`config.mk`:
```
export PLATFORM = sky130hd
export DESIGN_NAME = addr_xlate_unit
export DESIGN_NICKNAME = d
export VERILOG_FILES = /design/src/rtl/xlate_pkg.sv /design/src/rtl/xlate_ctrl.sv /design/src/rtl/xlate_datapath.sv /design/src/rtl/addr_xlate_unit.sv
export SDC_FILE = /design/constraint.sdc
export NUM_CORES = 1
export LEC_CHECK = 0
export ABC_AREA = 1
export BUFFER_PORTS_ARGS = -buffer_cell sky130_fd_sc_hd__clkbuf_2
export CELL_PAD_IN_SITES_DETAIL_PLACEMENT = 1
export CELL_PAD_IN_SITES_GLOBAL_PLACEMENT = 1
export CORE_ASPECT_RATIO = 1.4
export CORE_MARGIN = 2
export CORE_UTILIZATION = 40
export CTS_BUF_LIST = sky130_fd_sc_hd__clkbuf_4 sky130_fd_sc_hd__clkbuf_8 sky130_fd_sc_hd__clkbuf_16
export CTS_CLUSTER_DIAMETER = 120
export CTS_CLUSTER_SIZE = 28
export DETAILED_ROUTE_END_ITERATION = 6
export PLACE_DENSITY = 0.77
export SLEW_MARGIN = 30
export SYNTH_ARGS = -nofsm -noshare
export SYNTH_HDL_FRONTEND = slang
export SYNTH_HIERARCHICAL = 1
export SYNTH_SLANG_ARGS = --single-unit
export TNS_END_PERCENT = 50
```
`constraint.sdc`:
```
create_clock -name clk -period 3.3 [get_ports clk]
set_clock_uncertainty 0.1 [all_clocks]
set_input_delay 0.33 -clock clk [delete_from_list [all_inputs] [get_ports clk]]
set_output_delay 0.33 -clock clk [all_outputs]
set_load 0.05 [all_outputs]
```
`src/rtl/xlate_pkg.sv`:
```
`timescale 1ns/1ps
package xlate_pkg;

  // register select codes on the write port
  typedef enum logic [1:0] {
    SEL_AREA   = 2'd0,
    SEL_BANK   = 2'd1,
    SEL_COMMON = 2'd2,
    SEL_NONE   = 2'd3
  } xlate_sel_e;

  // strobes from control to datapath
  typedef struct packed {
    logic ldArea;
    logic ldBank;
    logic ldCommon;
    logic rebuild;
  } xlate_strobe_t;

endpackage

```
`src/rtl/xlate_ctrl.sv`:
```
`timescale 1ns/1ps
module xlate_ctrl
  import xlate_pkg::*;
(
  input  logic                 regWrEn,
  input  logic [1:0]           regSel,
  output xlate_strobe_t        strb
);

  xlate_sel_e selCode;

  always_comb begin
    selCode = xlate_sel_e'(regSel);
    strb = '0;
    if (regWrEn) begin
      unique case (selCode)
        SEL_AREA:   strb.ldArea   = 1'b1;
        SEL_BANK:   strb.ldBank   = 1'b1;
        SEL_COMMON: strb.ldCommon = 1'b1;
        default:    ;
      endcase
    end
    strb.rebuild = strb.ldArea | strb.ldBank | strb.ldCommon;
  end

endmodule

```
`src/rtl/xlate_datapath.sv`:
```
`timescale 1ns/1ps
module xlate_datapath
  import xlate_pkg::*;
#(
  parameter int LOG_W  = 16,
  parameter int PHYS_W = 20,
  parameter int OFFS_W = 12,
  parameter int DATA_W = 8
) (
  input  logic                              clk,
  input  logic                              rstN,
  input  xlate_strobe_t                     strb,
  input  logic [DATA_W-1:0]                 wrData,
  input  logic [LOG_W-1:0]                  logAddr,
  output logic [PHYS_W-1:0]                 physAddr,
  output logic [2*(LOG_W-OFFS_W)-1:0]       areaReg,
  output logic [PHYS_W-OFFS_W-1:0]          bankReg,
  output logic [PHYS_W-OFFS_W-1:0]          commonReg
);

  localparam int PAGE_W    = LOG_W - OFFS_W;
  localparam int PPAGE_W   = PHYS_W - OFFS_W;
  localparam int NUM_PAGES = 1 << PAGE_W;
  localparam int AREA_W    = 2 * PAGE_W;
  localparam logic [AREA_W-1:0] AREA_RST = {{PAGE_W{1'b1}}, {PAGE_W{1'b0}}};

  logic [AREA_W-1:0]  nextArea;
  logic [PPAGE_W-1:0] nextBank;
  logic [PPAGE_W-1:0] nextCommon;
  logic [PAGE_W-1:0]  bankStart;
  logic [PAGE_W-1:0]  commonStart;
  logic [PPAGE_W-1:0] nextTbl [NUM_PAGES];
  logic [PPAGE_W-1:0] pageTbl [NUM_PAGES];

  // write-through values: the rebuild sees the data being written
  assign nextArea    = strb.ldArea   ? wrData[AREA_W-1:0]  : areaReg;
  assign nextBank    = strb.ldBank   ? wrData[PPAGE_W-1:0] : bankReg;
  assign nextCommon  = strb.ldCommon ? wrData[PPAGE_W-1:0] : commonReg;
  assign bankStart   = nextArea[PAGE_W-1:0];
  assign commonStart = nextArea[AREA_W-1:PAGE_W];

  always_ff @(posedge clk) begin
    if (!rstN) begin
      areaReg   <= AREA_RST;
      bankReg   <= '0;
      commonReg <= '0;
    end else begin
      areaReg   <= nextArea;
      bankReg   <= nextBank;
      commonReg <= nextCommon;
    end
  end

  // one page-base calculator per logical page
  for (genvar pg = 0; pg < NUM_PAGES; pg++) begin : g_page
    localparam logic [PAGE_W-1:0]  PG_NUM = PAGE_W'(pg);
    localparam logic [PPAGE_W-1:0] PG_EXT = PPAGE_W'(pg);
    logic inBank;
    logic inCommon;
    assign inBank   = (PG_NUM >= bankStart);
    assign inCommon = inBank && (PG_NUM >= commonStart);
    always_comb begin
      if (inCommon)
        nextTbl[pg] = PG_EXT + nextCommon;
      else if (inBank)
        nextTbl[pg] = PG_EXT + nextBank;
      else
        nextTbl[pg] = PG_EXT;
    end
  end

  always_ff @(posedge clk) begin
    for (int k = 0; k < NUM_PAGES; k++) begin
      if (!rstN)
        pageTbl[k] <= PPAGE_W'(k);
      else if (strb.rebuild)
        pageTbl[k] <= nextTbl[k];
    end
  end

  assign physAddr = {pageTbl[logAddr[LOG_W-1:OFFS_W]], logAddr[OFFS_W-1:0]};

endmodule

```
`src/rtl/addr_xlate_unit.sv`:
```
`timescale 1ns/1ps
module addr_xlate_unit
  import xlate_pkg::*;
#(
  parameter int LOG_W  = 16,
  parameter int PHYS_W = 20,
  parameter int OFFS_W = 12,
  parameter int DATA_W = 8
) (
  input  logic              clk,
  input  logic              rstN,
  input  logic              regWrEn,
  input  logic [1:0]        regSel,
  input  logic [DATA_W-1:0] regWrData,
  input  logic [LOG_W-1:0]  logAddr,
  output logic [PHYS_W-1:0] physAddr
);

  localparam int PAGE_W  = LOG_W - OFFS_W;
  localparam int PPAGE_W = PHYS_W - OFFS_W;

  xlate_strobe_t        strb;
  logic [2*PAGE_W-1:0]  areaReg;
  logic [PPAGE_W-1:0]   bankReg;
  logic [PPAGE_W-1:0]   commonReg;

  xlate_ctrl u_ctrl (
    .regWrEn (regWrEn),
    .regSel  (regSel),
    .strb    (strb)
  );

  xlate_datapath #(
    .LOG_W  (LOG_W),
    .PHYS_W (PHYS_W),
    .OFFS_W (OFFS_W),
    .DATA_W (DATA_W)
  ) u_dp (
    .clk       (clk),
    .rstN      (rstN),
    .strb      (strb),
    .wrData    (regWrData),
    .logAddr   (logAddr),
    .physAddr  (physAddr),
    .areaReg   (areaReg),
    .bankReg   (bankReg),
    .commonReg (commonReg)
  );

endmodule

```
# Yosys cells after proc, flatten, opt, wreduce, memory -nomap -nowiden
# Memories as Yosys holds them, arrays and structs flattened.
# Cells that the tools add are included.
# W data, S select, Z words.
# totals
regBits	24
latchBits	0
ram_bits	128
mem_bits_ro	0
in_bits	29
out_inout_bits	20
word_cells	162
n_memories	1
# memory_table
memory	words	width	read_ports	rd_ports_with_merged_regs	write_ports	line_no	rtl
u_dp.pageTbl	16	8	1	0	16	xlate_datapath.sv:33	logic [PPAGE_W-1:0] pageTbl [NUM_PAGES];
# op_classes
add_sub_neg	30
mul	0
n_div	0
magnitude_cmp	32
n_eq_ne	2
shifts	0
mux	59
bitwise	18
n_reduce_logical	17
# op_table
operator	n
$mux W8	51
$add A4 B8 Y8 const A	16
$add A3 B8 Y8 const A	8
$ge A4 B4 Y1 const A	16
$add A2 B8 Y8 const A	4
$ge A3 B4 Y1 const A	8
$or A1 B1 Y1	18
$add A1 B8 Y8 const A	2
$ge A1 B4 Y1 const A	4
$ge A2 B4 Y1 const A	4
$logic_and A1 B1 Y1	16
$mux W1	7
$mux W3	1
$eq A2 B1 Y1 const B	1
$eq A2 B2 Y1 const B	1
$logic_not A2 Y1	1

# Longest topological paths before layout
# logic_depth
depth_word	9
depth_mapped	17
ltp_nobuf	15

# Cells and area by module
# The synthesis kept the hierarchy.
# modules_own_cells
module	n_inst	cells_per_inst	area_per_inst_um2	seq_area_each_um2
xlate_datapath	1	1427	10600.2	4324.1
xlate_ctrl	1	8	30.0	0.0

# Worst setup path before layout
# Ideal clock, no wire load.
# synth_path
kind	input -> register
start	input port regSel[1]
end	memory u_dp/pageTbl[13][7] (netlist bit), data pin
setup_time_ns	0.270
arrival_ns	2.552
t_required_ns	2.930
path_slack_ns	0.378
cell_stages	16
n_path_buf	2
cell_sequence	inv_1 -> nand2_1 -> nor2_1 -> inv_1 -> nand2_1 -> nand2_2 -> clkbuf_1 -> ha_1 -> clkbuf_1 -> inv_1 -> nor2_1 -> nand2_1 -> nand2_1 -> nand3_1 -> nand2_1 -> a21oi_1
# synth_lines
element	line_no	rtl
from (decl)	addr_xlate_unit.sv:13	input logic [1:0] regSel,
to (decl)	xlate_datapath.sv:33	

==> metrics.yaml <==
run_status: "finished, final reports clean"
cts_max_level: 4
post-synth-top-count-cell: "nand2_1"
crit_type: "in2reg"
hpwlAfterDp_um: 36400
max_stage_delay_ps: 760
wl_per_cell_um: 26.2
startpoint_type: "primary input"
hold_viol: 0
crit_chain: "clkbuf_2 > inv_1 > nand2_1 > nor2_1 > buf_12 > o21ai_1 > nand2_2 > nand2_1 > nor2_1 > nand2_1 > a21oi_1"
synth_seq_area_share: 0.407
hold_ws_ps: 32.6
core_um2: 26100
nFillCells: 3307
root_buffer: "clkbuf_16"
final_core_util: 0.456
die_h_um: 197
synth-main-ff-cell: "edfxtp_1"
worst_slack_ps: 742
ant_nets: 0
synth_area_um2: 10600
fmax_ghz: 0.391
cts.clk_slew.worst_paths_ps: 70
clock_sinks: 152
clock_tree.buffer_depth: 2
synth_area_leaders: "edfxtp_1 (36%), nand2_1 (12%), o21ai_0 (6.5%), nor2_1 (6.3%), nand3_1 (5.8%)"
drv_cap: 0
crit_top_cell: "nand2_1"
powerDensity_nw_per_um2: 454
final_nets: 1529
period_needed_ps: 2560
cts_resized: 0
place_worst_setup_slack_ps: 413
grt_antenna_before_repair: 1
drtPass1Iterations: 6
clkLatencyLatePin_ps: 450
slew_violations: 0
syn_nets: 1496
overflow: 0
hold_buffers: 0
end_kind: "flip-flop"
synthCells: 1435
portBuffers: 24
grt_pass1_wl_um: 70700
ios: 49
areaGrowthSynthToFinish_pct: 12.0
synthArstFlopShare: 0
slew_headroom: 0.361
synthTopCellsByCount: "nand2_1 (342), nor2_1 (178), o21ai_0 (139)"
fin_tns_setup_ps: 0
die_x_um: 142
netlist-cell-type-count: 40
die-area_um2: 27900
drive_gt1_frac: 0.111
required_ps: 3450
rsz0062_at_grt: "false"
grt_max_degree: 65
cts_tree: "built"
vias_per_cell: 6.09
postCtsSetupRepairBufs: 0
cp_slowest_cell: "nor2_1"
finalWeightedCongestion: 1.04
drcViolationCount: 0
hold_path.class: "in2reg"
synth_top_cell_area_share: 0.362
yosysWarnings: 6
cellLeakagePower_nw: 5.03
via_count: 10982
cts_buffers: 17
drt_iter0_markers: 1380
synth-edff-count: 128
setup_violations: 0
cp.arrival_ps: 2700
gr-usage-all-layers: 0.347
post-route-period-util: 0.775
ir_drop_mv: 0.382
start_util: 0.407
yosys.area.top_type: "edfxtp_1"
routed_wl_um: 47300
ys_ff_latch: 152
tightest_slew_ps: 955
grt_pass1_vias: 11235
antenna-diode-count: 0
path_max_fanout: 22
avgSynthCellArea_um2: 7.41
row_count: 70
[state kept, by name, summed over array words and instances, names as in the netlist]
signal          flops
u_dp/commonReg      8
u_dp/areaReg        8
u_dp/bankReg        8
u_dp/pageTbl      128
[cells in the final DEF (no fill, tap or decap), types with 2 or more instances in the layout]
| cell type | n |
|---|---|
| nand2_1 | 341 |
| nor2_1 | 178 |
| o21ai_0 | 138 |
| edfxtp_1 | 128 |
| nand3_1 | 123 |
| inv_1 | 111 |
| a21oi_1 | 97 |
| buf_4 | 63 |
| xor2_1 | 40 |
| ha_1 | 32 |
| o221ai_1 | 30 |
| clkbuf_2 | 24 |
| dfxtp_1 | 24 |
| o211ai_1 | 21 |
| o22ai_1 | 20 |
| clkbuf_16 | 17 |
| nor2_2 | 15 |
| o21ai_1 | 14 |
| nand2_2 | 11 |
| inv_2 | 8 |
| inv_6 | 4 |
| nand4_1 | 4 |
| buf_12 | 4 |
| clkinv_4 | 3 |
| o21a_1 | 3 |
| clkinv_1 | 2 |
| clkbuf_4 | 2 |
| o21ai_2 | 2 |
| o21ai_4 | 2 |
| o2111ai_1 | 2 |
| a22oi_1 | 2 |
[report_power, final]
part,internal (mW),leakage [nW],switching (mW)
Clock,1.06,0.275,0.874
Sequential,2.22,1.50,0.0394
Combinational,0.301,3.26,0.913
[per-layer routing]
layer | up-vias | part of all wire | global-route usage
li1 | 4926 | - | -
met1 | 5288 | 0.39 | 0.426
met2 | 598 | 0.46 | 0.566
met3 | 168 | 0.078 | 0.0544
met4 | 2 | 0.073 | 0.224
met5 | - | 0.00027 | 0
[final cells by class]
class / instances / area [um^2] / share of cell area
Inverter: 120 / 450 / 0.0378
Clock inverter: 12 / 119 / 0.00999
Clock buffer: 19 / 440 / 0.0370
Timing Repair Buffer: 91 / 673 / 0.0566
Multi-Input combinational cell: 1086 / 5490 / 0.461
Sequential cell: 152 / 4320 / 0.363
Tap cell: 324 / 405 / 0.0341
[stage by stage]
| step | total power, mW | area [um^2] | cells |
|---|---|---|---|
| after floorplan | 3.00 | 10600 | 1435 |
| after CTS | 5.40 | 11900 | 1804 |
| final | 5.41 | 11900 | 1804 |
| after global placement | 3.45 | 11300 | 1773 |
| after global routing | 5.58 | 11900 | 1804 |
| after detailed placement | 3.47 | 11300 | 1773 |
[worst paths after layout]
kind              cells after the start             endpoint       startpoint  slack (ps)
setup / recovery                     11  u_dp/pageTbl[10][4]        regSel[1]         740
hold / removal                        2      u_dp/areaReg[5]             rstN          30
setup reg to reg                      7  u_dp/pageTbl[10][4]  u_dp/areaReg[3]         880
hold reg to reg                       2      u_dp/areaReg[0]  u_dp/areaReg[0]         520
[kinds of logic (layout without fill, tap and decap cells)]
| logic type | count (synthesis) | in the layout | synth area share |
|---|---|---|---|
| buffers and inverters | 197 | 242 | 0.0773 |
| adders and majority gates | 32 | 32 | 0.0377 |
| and+or+nand+nor | 680 | 680 | 0.264 |
| xor gates and xnor gates | 41 | 41 | 0.0338 |
| DFF | 152 | 152 | 0.407 |
| AOI/OAI and AO/OA | 333 | 333 | 0.180 |
[worst max-delay path: cells and delay by family]
kind | cells | cell delay [ps]
AND/OR/NAND/NOR | 6 | 1530
AO/OA/AOI/OAI | 2 | 500
buffers and inverters | 3 | 330
No activity file was read; power rests on OpenSTA's default activity.
